==> src/rtl/stack_bank_pkg.sv <==
package stack_bank_pkg;

    typedef enum logic [1:0] {
        SEL_CTRL   = 2'b00,
        SEL_ACTIVE = 2'b01,
        SEL_MAIN   = 2'b10,
        SEL_PROC   = 2'b11
    } reg_sel_e;

    typedef struct packed {
        logic proc_in_thread;  // bit 1
        logic thread_unpriv;   // bit 0
    } ctrl_word_t;

    typedef struct packed {
        logic we_ctrl;
        logic we_main;
        logic we_proc;
        logic reject;
    } wr_grant_t;

    function automatic logic [31:0] word_align(input logic [31:0] v);
        return {v[31:2], 2'b00};
    endfunction

endpackage

==> src/rtl/sbc_mode_track.sv <==
module sbc_mode_track #(
    parameter int NEST_W = 2
) (
    input  logic clk,
    input  logic rst,
    input  logic exc_enter,
    input  logic exc_exit,
    output logic handler
);
    localparam logic [NEST_W-1:0] DEPTH_MAX = {NEST_W{1'b1}};

    logic [NEST_W-1:0] depth_q;

    always_ff @(posedge clk) begin
        if (rst) begin
            depth_q <= '0;
        end else if (exc_enter && !exc_exit && depth_q != DEPTH_MAX) begin
            depth_q <= depth_q + 1'b1;
        end else if (exc_exit && !exc_enter && depth_q != '0) begin
            depth_q <= depth_q - 1'b1;
        end
    end

    assign handler = (depth_q != '0);

    p_exit_floor_r9: assert property (@(posedge clk) disable iff (rst)
        (exc_exit && !exc_enter && depth_q == '0) |=> (depth_q == '0));
    p_enter_ceiling_r9: assert property (@(posedge clk) disable iff (rst)
        (exc_enter && !exc_exit && depth_q == DEPTH_MAX) |=> (depth_q == DEPTH_MAX));
endmodule

==> src/rtl/sbc_access_gate.sv <==
module sbc_access_gate
    import stack_bank_pkg::*;
(
    input  logic        req_valid,
    input  logic        req_write,
    input  reg_sel_e    req_sel,
    input  logic        req_priv,
    input  logic        use_process,
    output wr_grant_t   grant
);
    always_comb begin
        grant = '0;
        if (req_valid && req_write) begin
            unique case (req_sel)
                SEL_CTRL: begin
                    grant.we_ctrl = req_priv;
                    grant.reject  = !req_priv;
                end
                SEL_ACTIVE: begin
                    grant.we_proc = use_process;
                    grant.we_main = !use_process;
                end
                SEL_MAIN: begin
                    grant.we_main = req_priv;
                    grant.reject  = !req_priv;
                end
                SEL_PROC: begin
                    grant.we_proc = req_priv;
                    grant.reject  = !req_priv;
                end
                default: grant = '0;
            endcase
        end
    end
endmodule

==> src/rtl/sbc_bank_regs.sv <==
module sbc_bank_regs
    import stack_bank_pkg::*;
#(
    parameter int SP_W = 32
) (
    input  logic            clk,
    input  logic            rst,
    input  logic [SP_W-1:0] reset_vector,
    input  wr_grant_t       grant,
    input  logic [SP_W-1:0] wdata,
    input  logic            raw_ctrl_write,
    input  logic            raw_priv,
    output ctrl_word_t      ctrl_q,
    output logic [SP_W-1:0] main_q,
    output logic [SP_W-1:0] proc_q,
    output logic            reject_q
);
    always_ff @(posedge clk) begin
        if (rst) begin
            ctrl_q   <= '0;
            main_q   <= word_align(reset_vector);
            proc_q   <= '0;
            reject_q <= 1'b0;
        end else begin
            if (grant.we_ctrl) ctrl_q <= ctrl_word_t'(wdata[1:0]);
            if (grant.we_main) main_q <= word_align(wdata);
            if (grant.we_proc) proc_q <= word_align(wdata);
            reject_q <= grant.reject;
        end
    end

    p_ctrl_hold_r5: assert property (@(posedge clk) disable iff (rst)
        (raw_ctrl_write && !raw_priv) |=> $stable(ctrl_q));
    p_align_r8: assert property (@(posedge clk) disable iff (rst)
        (main_q[1:0] == 2'b00) && (proc_q[1:0] == 2'b00));
    p_single_bank_r6: assert property (@(posedge clk) disable iff (rst)
        !(grant.we_main && grant.we_proc));
endmodule

==> src/rtl/stack_bank_ctrl.sv <==
module stack_bank_ctrl
    import stack_bank_pkg::*;
#(
    parameter int NEST_W = 2
) (
    input  logic        clk,
    input  logic        rst,
    input  logic [31:0] reset_vector,
    input  logic        exc_enter,
    input  logic        exc_exit,
    input  logic        req_valid,
    input  logic        req_write,
    input  logic [1:0]  req_sel,
    input  logic        req_priv,
    input  logic [31:0] req_wdata,
    output logic [31:0] rdata,
    output logic [31:0] sp_active,
    output logic        use_process,
    output logic        priv_level,
    output logic        handler_mode,
    output logic        wr_reject
);
    localparam int SP_W = 32;

    reg_sel_e        sel;
    wr_grant_t       grant;
    ctrl_word_t      ctrl;
    logic [SP_W-1:0] main_sp;
    logic [SP_W-1:0] proc_sp;
    logic            ctrl_wr_raw;

    assign sel         = reg_sel_e'(req_sel);
    assign ctrl_wr_raw = req_valid && req_write && (sel == SEL_CTRL);

    sbc_mode_track #(.NEST_W(NEST_W)) i_mode (
        .clk       (clk),
        .rst       (rst),
        .exc_enter (exc_enter),
        .exc_exit  (exc_exit),
        .handler   (handler_mode)
    );

    sbc_access_gate i_gate (
        .req_valid   (req_valid),
        .req_write   (req_write),
        .req_sel     (sel),
        .req_priv    (req_priv),
        .use_process (use_process),
        .grant       (grant)
    );

    sbc_bank_regs #(.SP_W(SP_W)) i_regs (
        .clk            (clk),
        .rst            (rst),
        .reset_vector   (reset_vector),
        .grant          (grant),
        .wdata          (req_wdata),
        .raw_ctrl_write (ctrl_wr_raw),
        .raw_priv       (req_priv),
        .ctrl_q         (ctrl),
        .main_q         (main_sp),
        .proc_q         (proc_sp),
        .reject_q       (wr_reject)
    );

    assign use_process = !handler_mode && ctrl.proc_in_thread;
    assign priv_level  = handler_mode || !ctrl.thread_unpriv;
    assign sp_active   = use_process ? proc_sp : main_sp;

    always_comb begin
        unique case (sel)
            SEL_CTRL:   rdata = {{(SP_W-2){1'b0}}, ctrl};
            SEL_ACTIVE: rdata = sp_active;
            SEL_MAIN:   rdata = main_sp;
            SEL_PROC:   rdata = proc_sp;
            default:    rdata = '0;
        endcase
    end

    p_handler_main_r3: assert property (@(posedge clk) disable iff (rst)
        handler_mode |-> (sp_active == main_sp));
    p_handler_priv_r4: assert property (@(posedge clk) disable iff (rst)
        handler_mode |-> priv_level);
    p_reject_cause_r10: assert property (@(posedge clk) disable iff (rst)
        wr_reject |-> $past(req_valid && req_write && !req_priv && req_sel != 2'b01));
endmodule

==> config.mk <==
export PLATFORM = sky130hd
export DESIGN_NAME = stack_bank_ctrl
export DESIGN_NICKNAME = d
export VERILOG_FILES = /design/src/rtl/stack_bank_pkg.sv /design/src/rtl/sbc_mode_track.sv /design/src/rtl/sbc_access_gate.sv /design/src/rtl/sbc_bank_regs.sv /design/src/rtl/stack_bank_ctrl.sv
export SDC_FILE = /design/constraint.sdc
export NUM_CORES = 1
export LEC_CHECK = 0
export ABC_CLOCK_PERIOD_IN_PS = 2500
export BUFFER_PORTS_ARGS = -buffer_cell sky130_fd_sc_hd__buf_2
export CORE_AREA = 4 4 105 107
export DETAILED_ROUTE_END_ITERATION = 10
export DIE_AREA = 0 0 109 111
export PLACE_DENSITY_LB_ADDON = 0.25
export SYNTH_ARGS = -nofsm -noshare
export SYNTH_HDL_FRONTEND = slang
export SYNTH_SLANG_ARGS = --single-unit
==> constraint.sdc <==
create_clock -name clk -period 2.5 [get_ports clk]
set_input_delay 0.625 -clock clk [delete_from_list [all_inputs] [get_ports clk]]
set_output_delay 0.625 -clock clk [all_outputs]
set_load 0.05 [all_outputs]
==> results of run 1 <==
## layout by cell type, fill, tap and decap left out, types with 2 or more instances in the layout
master and instances:
sky130_fd_sc_hd__nor2b_1 31, sky130_fd_sc_hd__nand3b_1 2, sky130_fd_sc_hd__o211ai_1 59, sky130_fd_sc_hd__conb_1 2
sky130_fd_sc_hd__a2bb2oi_1 30, sky130_fd_sc_hd__o21ai_0 2, sky130_fd_sc_hd__inv_12 2, sky130_fd_sc_hd__nand2_1 93
sky130_fd_sc_hd__and2_1 2, sky130_fd_sc_hd__nand3_1 59, sky130_fd_sc_hd__clkbuf_1 6, sky130_fd_sc_hd__a22oi_1 30
sky130_fd_sc_hd__buf_4 54, sky130_fd_sc_hd__ha_4 3, sky130_fd_sc_hd__inv_1 2, sky130_fd_sc_hd__dfxtp_2 2
sky130_fd_sc_hd__nand4b_1 30, sky130_fd_sc_hd__clkbuf_16 4, sky130_fd_sc_hd__nand2b_1 2, sky130_fd_sc_hd__mux2i_1 2
sky130_fd_sc_hd__clkbuf_8 10, sky130_fd_sc_hd__a41o_1 2, sky130_fd_sc_hd__mux2_1 30, sky130_fd_sc_hd__nand4_1 30
sky130_fd_sc_hd__dfxtp_1 33, sky130_fd_sc_hd__buf_2 82, sky130_fd_sc_hd__edfxtp_1 30, sky130_fd_sc_hd__buf_6 24
sky130_fd_sc_hd__clkbuf_4 3, sky130_fd_sc_hd__nor2_1 4, sky130_fd_sc_hd__buf_12 16, sky130_fd_sc_hd__bufbuf_16 2
## repair_timing
action,CTS,global route
hold buffers,0,0
setup endpoints to repair,54,51
cloned,2,4
pin swaps,2,19
resized for setup,56,27
buffers inserted,1,0
## final cells by class
| cell class | instances | area, um2 |
|---|---|---|
| fill | 850 | 3690 |
| tap | 136 | 170 |
| multi-input combinational | 424 | 2870 |
| clock buffer | 16 | 160 |
| sequential | 65 | 1600 |
| timing repair buffer | 185 | 1590 |
| inverter | 5 | 56.3 |
## critical path, cell delays in order, from the launching register on
cell                        delay [ns]
sky130_fd_sc_hd__dfxtp_2          0.33
sky130_fd_sc_hd__or3b_4           0.46
sky130_fd_sc_hd__clkinv_8         0.11
sky130_fd_sc_hd__bufbuf_16        0.30
sky130_fd_sc_hd__nand2_1          0.06
sky130_fd_sc_hd__nand2_1          0.11
sky130_fd_sc_hd__buf_6            0.17
## logic make-up after synthesis
group / after synthesis / share of synthesized area, %
AO/OA/AOI/OAI: 127 / 20.9
adder cells (fa/ha/maj): 5 / 1.32
buffers and inverters: 74 / 7.21
flip-flops: 65 / 33.8
multiplexers: 32 / 7.55
other: 1 / 0.0792
AND/OR/NAND/NOR: 258 / 29.1
## sequential cells by signal, indices dropped and copies added (netlist names)
signal / flops
i_regs.reject_q: 1
i_regs.ctrl_q: 2
i_mode.depth_q: 2
i_regs.proc_q: 30
i_regs.main_q: 30
## cells in the mapped netlist (all sizes together) (5+ instances only)
cell     count
edfxtp      30
a2bb2oi     30
buf         21
nand4       30
nand2       94
o211ai      59
nor2b       32
ha           5
mux2        30
nand4b      30
a22oi       30
dfxtp       35
nand3       59
clkbuf      48
## per-layer routing
layer  share of wire (%)  vias to the layer above  GRT usage, %
met2                  48                      319          42.5
met4                 2.6                        0          11.7
met5                   0                        -             0
met3                 8.4                       39          3.90
met1                  41                     2485          34.9
li1                    -                     2393             -
## power by group through the flow
stage               combinational, mW  clock (mW)  sequential (mW)
global placement                0.878           0             1.26
CTS                             0.950       0.816             1.24
floorplan                       0.613           0             1.25
finish                          0.982       0.802             1.24
detailed placement              0.892           0             1.27
global route                     1.03       0.858             1.25
## path summary, 6_finish.rpt
path	from	endpoint	cells after the start
worst min-delay path	req_wdata[1]	i_regs.ctrl_q[1]$_SDFFE_PP0P_	3
worst max-delay path	i_mode.depth_q[1]$_SDFFE_PP0P_	sp_active[29]	6
worst max register to register	i_mode.depth_q[1]$_SDFFE_PP0P_	i_regs.main_q[2]$_DFFE_PP_	5
worst min register to register	i_regs.ctrl_q[0]$_SDFFE_PP0P_	i_regs.ctrl_q[0]$_SDFFE_PP0P_	2
==> reports/results.md, run 1 <==
## Status
• **run status** complete, but fails checks
• **violated checks** setup timing

## STA
• **worst clock skew** 0.00888 ns
• **Max-slew headroom** 64.9%
• **f_max** 393 MHz
• **final period utilization** 102%
• **time the worst path needs with I/O delays and setup** 2.55 ns
• **final critical-path setup slack** -0.0466 ns
• **final hold violation count** 0
• **final slew viol count** 0
• **slew at the pin closest to its max-slew limit** 0.526 ns
• **Finish-stage setup viols** 11
• **setup repair after global routing missed its margin** true
• **sum of negative setup slack** -0.247 ns
• **worst hold slack across all endpoints** 0.496 ns

## Power
• **Max rail drop VDD** 0.235 mV
• **share of power burned in registers** 41.1%
• **Net Sw Power** 1.08 mW
• **total chip power** 3.03 mW
• **P_leak** 2.51 nW
• **power per standard cell area** 469 nW/um2
• **share of total power consumed by net switching** 35.7%
• **fraction of power consumed by combinational cells** 32.4%
• **clock network power share** 26.5%
• **Power Internal** 1.95 mW

## Final layout
• **core utilization of the finished layout** 63.6%
• **proportion of layout cells with a drive suffix above 1** 29.9%
• **area growth from synthesis to layout** 36.2%
• **final std cells w/o fill** 831
• **net total in the final layout** 768
• **total inserted antenna cells** 0
• **cell area after layout** 6450 um2

## Clocking
• **deepest clock path buffer count** 2
• **Clock H-tree levels** 3
• **master cell of the clock root buffer** sky130_fd_sc_hd__clkbuf_8
• **clock tree sinks** 65
• **clock edge transition at the registers on the reported setup and hold paths** 0.07 ns
• **CTS buffer count** 9
• **clock insertion delay at the later pin of the skew report** 0.36 ns
• **TritonCTS clock tree** done

## Die
• **Top Ports** 141
• **overall die area** 12,100 um2
• **CORE AREA** 10,100 um2
• **standard-cell row count** 37
• **Die H** 111 um
• **starting utilization of the core area** 46.7%
• **x dimension of the die** 109 um

## Drt
• **wirelength, routed** 16.6 mm
• **number of routed nets with antenna violations** 0
• **Initial DRC Count** 539
• **wire per inst** 20.0 um
• **Vias/cell** 6.30
• **number of remaining DRC errors** 0
• **total vias in the final route** 5,236
• **number of iterations in the first detailed-routing pass** 5

## Synth
• **ys async rst share** 0%
• **post-synthesis instance area** 4740 um2
• **top post-synthesis cells by area** sky130_fd_sc_hd__edfxtp_1, sky130_fd_sc_hd__dfxtp_1, sky130_fd_sc_hd__o211ai_1
• **number of enable-type register cells in the synthesized netlist** 30
• **Yosys warning total** 0
• **Top FF cell, synth** sky130_fd_sc_hd__dfxtp_1
• **count of unique library cells instantiated by Yosys** 34
• **leading area contributor after synthesis** sky130_fd_sc_hd__edfxtp_1
• **sequential cell area fraction in the yosys report** 33.8%
• **number of flip-flops and latches in the synthesized netlist** 65
• **area fraction of the dominant cell type after synthesis** 19.0%
• **cells after synthesis** 562
• **mean instance size in the synthesized netlist** 8.43 um2

## GRT
• **antenna violations before repair** 0
• **first-pass GRT wire length** 25.4 mm
• **overflow left after global routing** 0
• **Total GRT Usage** 26.5%
• **maximum number of pins on one net before global-route repair** 61
• **via count of the first global-routing pass** 4,963

## Critical path
• **slack of the worst reg-to-reg path** 0.55 ns
• **kind of start point of the critical path** flop
• **type of destination of the critical path** primary output
• **data arrival time at the worst-slack endpoint** 1.92 ns
• **maximum fanout along the worst path** 19
• **data required time of the critical path** 1.88 ns
• **Crit Path Class** flop to primary output

## Placed design
• **Port-buffer cells** 136
• **Placement Cell Area** 5860 um2
• **pre-CTS setup slack** -0.145 ns
• **number of cells after detailed placement** 808
• **half-perimeter wire length of the detailed placement result** 10.5 mm
• **placer's final routability congestion estimate** 0.854

## Run
• **max cap viols** 0

## Worst hold path
• **class of the tightest hold or removal check** primary input to flop

Power figures use the tool's default switching activity.
==> inputs of run 2 (changes only) <==
--- a/config.mk
+++ b/config.mk
@@ -10,7 +10,8 @@
 export CORE_AREA = 4 4 105 107
 export DETAILED_ROUTE_END_ITERATION = 10
 export DIE_AREA = 0 0 109 111
-export PLACE_DENSITY_LB_ADDON = 0.25
+export PLACE_DENSITY = 0.85
+export SKIP_CTS_REPAIR_TIMING = 1
 export SYNTH_ARGS = -nofsm -noshare
 export SYNTH_HDL_FRONTEND = slang
 export SYNTH_SLANG_ARGS = --single-unit
==> reports/results.md, run 2 (same netlist as run 1, synthesis figures left out) <==
## STA
• **worst clock skew** 0.00769 ns, was 0.00888 ns
• **worst hold slack across all endpoints** 0.496 ns, about the same
• **Finish-stage setup viols** 13, was 11
• **setup repair after global routing missed its margin** true, unchanged
• **slew at the pin closest to its max-slew limit** 0.623 ns, was 0.526 ns
• **time the worst path needs with I/O delays and setup** 2.54 ns, was 2.55 ns
• **final slew viol count** 0, unchanged
• **Max-slew headroom** 58.5%, was 64.9%
• **final period utilization** 101%, was 102%
• **sum of negative setup slack** -0.234 ns, was -0.247 ns
• **final critical-path setup slack** -0.0351 ns, was -0.0466 ns
• **final hold violation count** 0, unchanged
• **f_max** 394 MHz, was 393 MHz

## Die
• **starting utilization of the core area** 46.7%, unchanged
• **x dimension of the die** 109 um, unchanged
• **Die H** 111 um, unchanged
• **overall die area** 12,100 um2, unchanged
• **Top Ports** 141, unchanged
• **standard-cell row count** 37, unchanged
• **CORE AREA** 10,100 um2, unchanged

## Drt
• **number of routed nets with antenna violations** 0, unchanged
• **number of iterations in the first detailed-routing pass** 8, was 5
• **wirelength, routed** 16.6 mm, about the same
• **Vias/cell** 6.31, was 6.30
• **total vias in the final route** 5,208, was 5,236
• **wire per inst** 20.1 um, was 20.0 um
• **Initial DRC Count** 637, was 539
• **number of remaining DRC errors** 0, unchanged

## Run
• **max cap viols** 0, unchanged

## Critical path
• **capturing element of the worst setup path** rdata[12], was sp_active[29]
• **data arrival time at the worst-slack endpoint** 1.91 ns, was 1.92 ns
• **maximum fanout along the worst path** 10, was 19
• **slack of the worst reg-to-reg path** 0.54 ns, was 0.55 ns
• **type of destination of the critical path** primary output, unchanged
• **reg-to-reg startpoint** i_mode.depth_q[1]$_SDFFE_PP0P_, unchanged
• **FF-to-FF End** i_regs.main_q[17]$_DFFE_PP_, was i_regs.main_q[2]$_DFFE_PP_
• **data required time of the critical path** 1.88 ns, about the same
• **kind of start point of the critical path** flop, unchanged
• **Crit Path Class** flop to primary output, unchanged
• **startpoint of the most critical setup path** i_mode.depth_q[1]$_SDFFE_PP0P_, unchanged
• **Register-to-Register Path Depth** 5, unchanged

## Final layout
• **most frequent standard cell in the layout excluding fill and tap cells** sky130_fd_sc_hd__nand2_1, unchanged
• **area of the multi-input gates** 2870 um2, about the same
• **total inserted antenna cells** 0, unchanged
• **register cell area after layout** 1600 um2, about the same
• **commonest cells after routing, fill and taps aside** sky130_fd_sc_hd__nand2_1, sky130_fd_sc_hd__buf_2, sky130_fd_sc_hd__buf_4, was sky130_fd_sc_hd__nand2_1, sky130_fd_sc_hd__buf_2, sky130_fd_sc_hd__nand3_1, sky130_fd_sc_hd__o211ai_1, sky130_fd_sc_hd__buf_4
• **core utilization of the finished layout** 62.5%, was 63.6%
• **proportion of layout cells with a drive suffix above 1** 29.9%, about the same
• **largest registers** i_regs.main_q: 30 flops, i_regs.proc_q: 30 flops, unchanged
• **area growth from synthesis to layout** 33.7%, was 36.2%
• **net total in the final layout** 762, was 768
• **count of filler cells inserted in the layout** 841, was 850

## Placed design
• **placer's final routability congestion estimate** 0.803, was 0.854
• **Port-buffer cells** 136, unchanged
• **pre-CTS setup slack** -0.0948 ns, was -0.145 ns
• **half-perimeter wire length of the detailed placement result** 10.4 mm, was 10.5 mm

## Power
• **share of total power consumed by net switching** 36.4%, was 35.7%
• **clock network power share** 27.0%, was 26.5%
• **Max rail drop VDD** 0.244 mV, was 0.235 mV
• **power per standard cell area** 480 nW/um2, was 469 nW/um2
• **P_leak** 2.46 nW, was 2.51 nW
• **Net Sw Power** 1.11 mW, was 1.08 mW
• **Power Internal** 1.93 mW, was 1.95 mW
• **fraction of power consumed by combinational cells** 32.1%, was 32.4%
• **share of power burned in registers** 40.9%, was 41.1%

## GRT
• **antenna violations before repair** 0, unchanged
• **first-pass GRT wire length** 25.2 mm, was 25.4 mm
• **maximum number of pins on one net before global-route repair** 61, unchanged
• **overflow left after global routing** 0, unchanged
• **via count of the first global-routing pass** 5,083, was 4,963
• **Total GRT Usage** 26.1%, was 26.5%

## Clocking
• **clock tree sinks** 65, unchanged
• **clock insertion delay at the later pin of the skew report** 0.36 ns, about the same
• **clock edge transition at the registers on the reported setup and hold paths** 0.08 ns, was 0.07 ns
• **deepest clock path buffer count** 2, unchanged
• **TritonCTS clock tree** done, unchanged
• **Clock H-tree levels** 3, unchanged
• **CTS buffer count** 9, unchanged
• **master cell of the clock root buffer** sky130_fd_sc_hd__clkbuf_8, unchanged

## Worst hold path
• **class of the tightest hold or removal check** primary input to flop, unchanged

## Status
• **run status** complete, but fails checks, unchanged
• **violated checks** setup timing, unchanged

run 2: cell types whose count changed in the layout (fill, tap and decap cells not counted), sizes merged:
cell and delta:
bufbuf -2, buf -2, clkinv +3, clkbuf -6, inv +1
run 2: worst min-delay path by stage:
stage                                       start  depth (start not counted)                       endpoint  slack (ns)
floorplan           i_regs.ctrl_q[0]$_SDFFE_PP0P_                          2  i_regs.ctrl_q[0]$_SDFFE_PP0P_        0.48
global placement    i_regs.ctrl_q[0]$_SDFFE_PP0P_                          2  i_regs.ctrl_q[0]$_SDFFE_PP0P_        0.50
detailed placement  i_regs.ctrl_q[0]$_SDFFE_PP0P_                          2  i_regs.ctrl_q[0]$_SDFFE_PP0P_        0.55
CTS                                  req_wdata[1]                          3  i_regs.ctrl_q[1]$_SDFFE_PP0P_        0.49
global route                         req_wdata[1]                          3  i_regs.ctrl_q[1]$_SDFFE_PP0P_        0.50
finish                               req_wdata[1]                          3  i_regs.ctrl_q[1]$_SDFFE_PP0P_        0.50
run 2: layout make-up:
cell class | count | share of cell area (%)
clock buffer | 12 | 2.29
clock inverter | 4 | 0.316
inverter | 5 | 0.810
multi-input combinational | 424 | 45.3
sequential | 65 | 25.3
tap | 136 | 2.69
timing repair buffer | 179 | 23.3
run 2: critical path: stages, from the launching register on:
cell	delay (ns)
sky130_fd_sc_hd__dfxtp_2	0.33
sky130_fd_sc_hd__or3b_4	0.45
sky130_fd_sc_hd__inv_8	0.11
sky130_fd_sc_hd__buf_6	0.14
sky130_fd_sc_hd__nand4_1	0.09
sky130_fd_sc_hd__o211ai_1	0.18
sky130_fd_sc_hd__clkbuf_16	0.23
run 2: power by group through the flow:
stage | logic, mW | registers, mW | clock network [mW]
final | 0.975 | 1.24 | 0.821
after global routing | 1.03 | 1.25 | 0.879
after CTS | 0.909 | 1.24 | 0.827
after detailed placement | 0.906 | 1.26 | 0
after global placement | 0.890 | 1.26 | 0
after floorplan | 0.613 | 1.25 | 0
run 2: through the flow:
stage               std cells  power (mW)  cell area (um2)
floorplan                 563        1.86             4890
global placement          804        2.15             5890
detailed placement        804        2.17             5890
CTS                       820        2.98             6050
global route              825        3.16             6330
finish                    825        3.04             6330
run 2: per-layer routing:
layer	up-vias	track usage, %	wire length (um)
met2	334	42.2	7830
met1	2453	33.2	6480
met5	-	0	0
met3	46	6.41	1860
met4	0	10.2	449
li1	2375	-	-
==> inputs of run 3 (changes only) <==
==> constraint.sdc (replaced) <==
create_clock -name clk -period 2.5 [get_ports clk]
set_input_delay 0.625 -clock clk [delete_from_list [all_inputs] [get_ports clk]]
set_output_delay 0.625 -clock clk [all_outputs]
set_load 0.02 [all_outputs]
==> reports/results.md, run 3 (same netlist as run 1, synthesis figures left out) <==
## Worst hold path
• **class of the tightest hold or removal check** primary input to flop, unchanged

## Run
• **max cap viols** 0, unchanged

## Drt
• **Vias/cell** 6.36, was 6.31
• **number of routed nets with antenna violations** 0, unchanged
• **detailed-routing wirelength on met1** 6.18 mm, was 6.48 mm
• **routed wire length on met2** 7.53 mm, was 7.83 mm
• **total met3 wirelength after detailed routing** 1.83 mm, was 1.86 mm
• **wirelength, routed** 16.1 mm, was 16.6 mm
• **highest metal layer used by the detailed router** met4, unchanged
• **wire per inst** 19.5 um, was 20.1 um
• **Initial DRC Count** 636, was 637
• **total vias in the final route** 5,250, was 5,208
• **number of iterations in the first detailed-routing pass** 7, was 8
• **number of remaining DRC errors** 0, unchanged

## GRT
• **maximum number of pins on one net before global-route repair** 61, unchanged
• **overflow left after global routing** 0, unchanged
• **Total GRT Usage** 24.8%, was 26.1%
• **antenna violations before repair** 0, unchanged
• **first-pass GRT wire length** 24.3 mm, was 25.2 mm
• **via count of the first global-routing pass** 4,983, was 5,083

## Clocking
• **clock insertion delay at the later pin of the skew report** 0.35 ns, was 0.36 ns
• **master cell of the clock root buffer** sky130_fd_sc_hd__clkbuf_8, unchanged
• **clock tree sinks** 65, unchanged
• **deepest clock path buffer count** 2, unchanged
• **clock edge transition at the registers on the reported setup and hold paths** 0.07 ns, was 0.08 ns
• **CTS buffer count** 9, unchanged
• **TritonCTS clock tree** done, unchanged
• **Clock H-tree levels** 3, unchanged

## Die
• **x dimension of the die** 109 um, unchanged
• **standard-cell row count** 37, unchanged
• **Die H** 111 um, unchanged
• **starting utilization of the core area** 46.7%, unchanged
• **Top Ports** 141, unchanged
• **overall die area** 12,100 um2, unchanged
• **CORE AREA** 10,100 um2, unchanged

## STA
• **worst clock skew** 0.00836 ns, was 0.00769 ns
• **final period utilization** 99.2%, was 101%
• **worst hold slack across all endpoints** 0.537 ns, was 0.496 ns
• **Finish-stage setup viols** 0, was 13
• **final slew viol count** 0, unchanged
• **final critical-path setup slack** 0.0204 ns, was -0.0351 ns
• **f_max** 403 MHz, was 394 MHz
• **final hold violation count** 0, unchanged
• **time the worst path needs with I/O delays and setup** 2.48 ns, was 2.54 ns
• **slew at the pin closest to its max-slew limit** 0.588 ns, was 0.623 ns
• **Max-slew headroom** 60.8%, was 58.5%

## Critical path
• **data arrival time at the worst-slack endpoint** 1.85 ns, was 1.91 ns
• **Crit Path Class** primary input to primary output, was flop to primary output
• **data required time of the critical path** 1.88 ns, about the same
• **type of destination of the critical path** primary output, unchanged
• **maximum fanout along the worst path** 6, was 10
• **slack of the worst reg-to-reg path** 0.54 ns, about the same
• **kind of start point of the critical path** primary input, was flop

## Power
• **fraction of power consumed by combinational cells** 25.7%, was 32.1%
• **Net Sw Power** 0.879 mW, was 1.11 mW
• **power per standard cell area** 462 nW/um2, was 480 nW/um2
• **share of power burned in registers** 43.2%, was 40.9%
• **P_leak** 2.43 nW, was 2.46 nW
• **Max rail drop VDD** 0.230 mV, was 0.244 mV
• **clock network power share** 31.1%, was 27.0%
• **Power Internal** 1.99 mW, was 1.93 mW
• **share of total power consumed by net switching** 30.6%, was 36.4%

## Final layout
• **largest registers** i_regs.main_q: 30 flops, i_regs.proc_q: 30 flops, unchanged
• **most frequent standard cell in the layout excluding fill and tap cells** sky130_fd_sc_hd__buf_2, was sky130_fd_sc_hd__nand2_1
• **commonest cells after routing, fill and taps aside** sky130_fd_sc_hd__buf_2, sky130_fd_sc_hd__nand2_1, sky130_fd_sc_hd__o211ai_1, was sky130_fd_sc_hd__nand2_1, sky130_fd_sc_hd__buf_2, sky130_fd_sc_hd__buf_4
• **area growth from synthesis to layout** 31.2%, was 33.7%
• **core utilization of the finished layout** 61.3%, was 62.5%
• **net total in the final layout** 763, was 762
• **total inserted antenna cells** 0, unchanged
• **final std cells w/o fill** 826, was 825
• **proportion of layout cells with a drive suffix above 1** 30.3%, was 29.9%

## Placed design
• **pre-CTS setup slack** -0.0862 ns, was -0.0948 ns
• **half-perimeter wire length of the detailed placement result** 10.1 mm, was 10.4 mm
• **placer's final routability congestion estimate** 0.828, was 0.803
• **Port-buffer cells** 136, unchanged
• **number of cells after detailed placement** 802, was 804

## Status
• **run status** complete, no violations, was complete, but fails checks

-- run 3: changes by cell type in the layout (fill, tap and decap cells not counted), moves of 2 or more --
cell | before | now
sky130_fd_sc_hd__ha_1 | 1 | 3
sky130_fd_sc_hd__inv_12 | 2 | 0
sky130_fd_sc_hd__buf_12 | 18 | 11
sky130_fd_sc_hd__buf_8 | 0 | 3
sky130_fd_sc_hd__buf_2 | 81 | 109
sky130_fd_sc_hd__buf_4 | 64 | 48
sky130_fd_sc_hd__nand3_1 | 59 | 55
sky130_fd_sc_hd__nand3_2 | 0 | 4
sky130_fd_sc_hd__buf_6 | 11 | 4
sky130_fd_sc_hd__clkinv_2 | 4 | 2
-- run 3: power by group through the flow --
stage	clock network, mW	registers, mW	logic [mW]
detailed placement	0	1.26	0.668
finish	0.892	1.24	0.736
CTS	0.910	1.24	0.671
global placement	0	1.26	0.649
global route	0.959	1.25	0.787
floorplan	0	1.25	0.410
-- run 3: path summary, 6_finish.rpt --
kind / start / end / cells after the start
max: req_sel[1] / rdata[23] / 8
min: req_wdata[1] / i_regs.ctrl_q[1]$_SDFFE_PP0P_ / 3
max reg2reg: i_mode.depth_q[0]$_SDFFE_PP0P_ / i_regs.main_q[21]$_DFFE_PP_ / 5
min reg2reg: i_regs.ctrl_q[0]$_SDFFE_PP0P_ / i_regs.ctrl_q[0]$_SDFFE_PP0P_ / 2
-- run 3: metrics by stage --
step | instance area, um2 | power, mW | setup TNS (ns)
5_1_grt | 6210 | 3.00 | -0.232
4_1_cts | 5870 | 2.82 | -3.84
3_5_place_dp | 5680 | 1.93 | -0.857
2_1_floorplan | 4740 | 1.66 | 0
3_3_place_gp | 5680 | 1.91 | -0.0247
6_report | 6210 | 2.87 | 0
-- run 3: metal layers --
layer | vias to the layer above | global-route usage, %
li1 | 2378 | -
met1 | 2427 | 32.3
met2 | 392 | 39.0
met3 | 53 | 4.37
met4 | 0 | 12.7
met5 | - | 0
-- run 3: layout make-up --
cell class | count | area (um2)
clock buffers | 13 | 149
clock inverters | 3 | 40.0
fillers | 844 | 3930
inverters | 5 | 33.8
multi-input cells | 424 | 2870
flip-flops and latches | 65 | 1610
well taps | 136 | 170
repair buffers | 180 | 1340
-- run 3: critical path, cell delays in order --
cell and delay (ns):
sky130_fd_sc_hd__buf_12 0.11, sky130_fd_sc_hd__inv_8 0.06, sky130_fd_sc_hd__ha_4 0.14, sky130_fd_sc_hd__nor2b_4 0.29
sky130_fd_sc_hd__clkbuf_16 0.22, sky130_fd_sc_hd__nand3_1 0.09, sky130_fd_sc_hd__o211ai_1 0.13, sky130_fd_sc_hd__buf_4 0.18
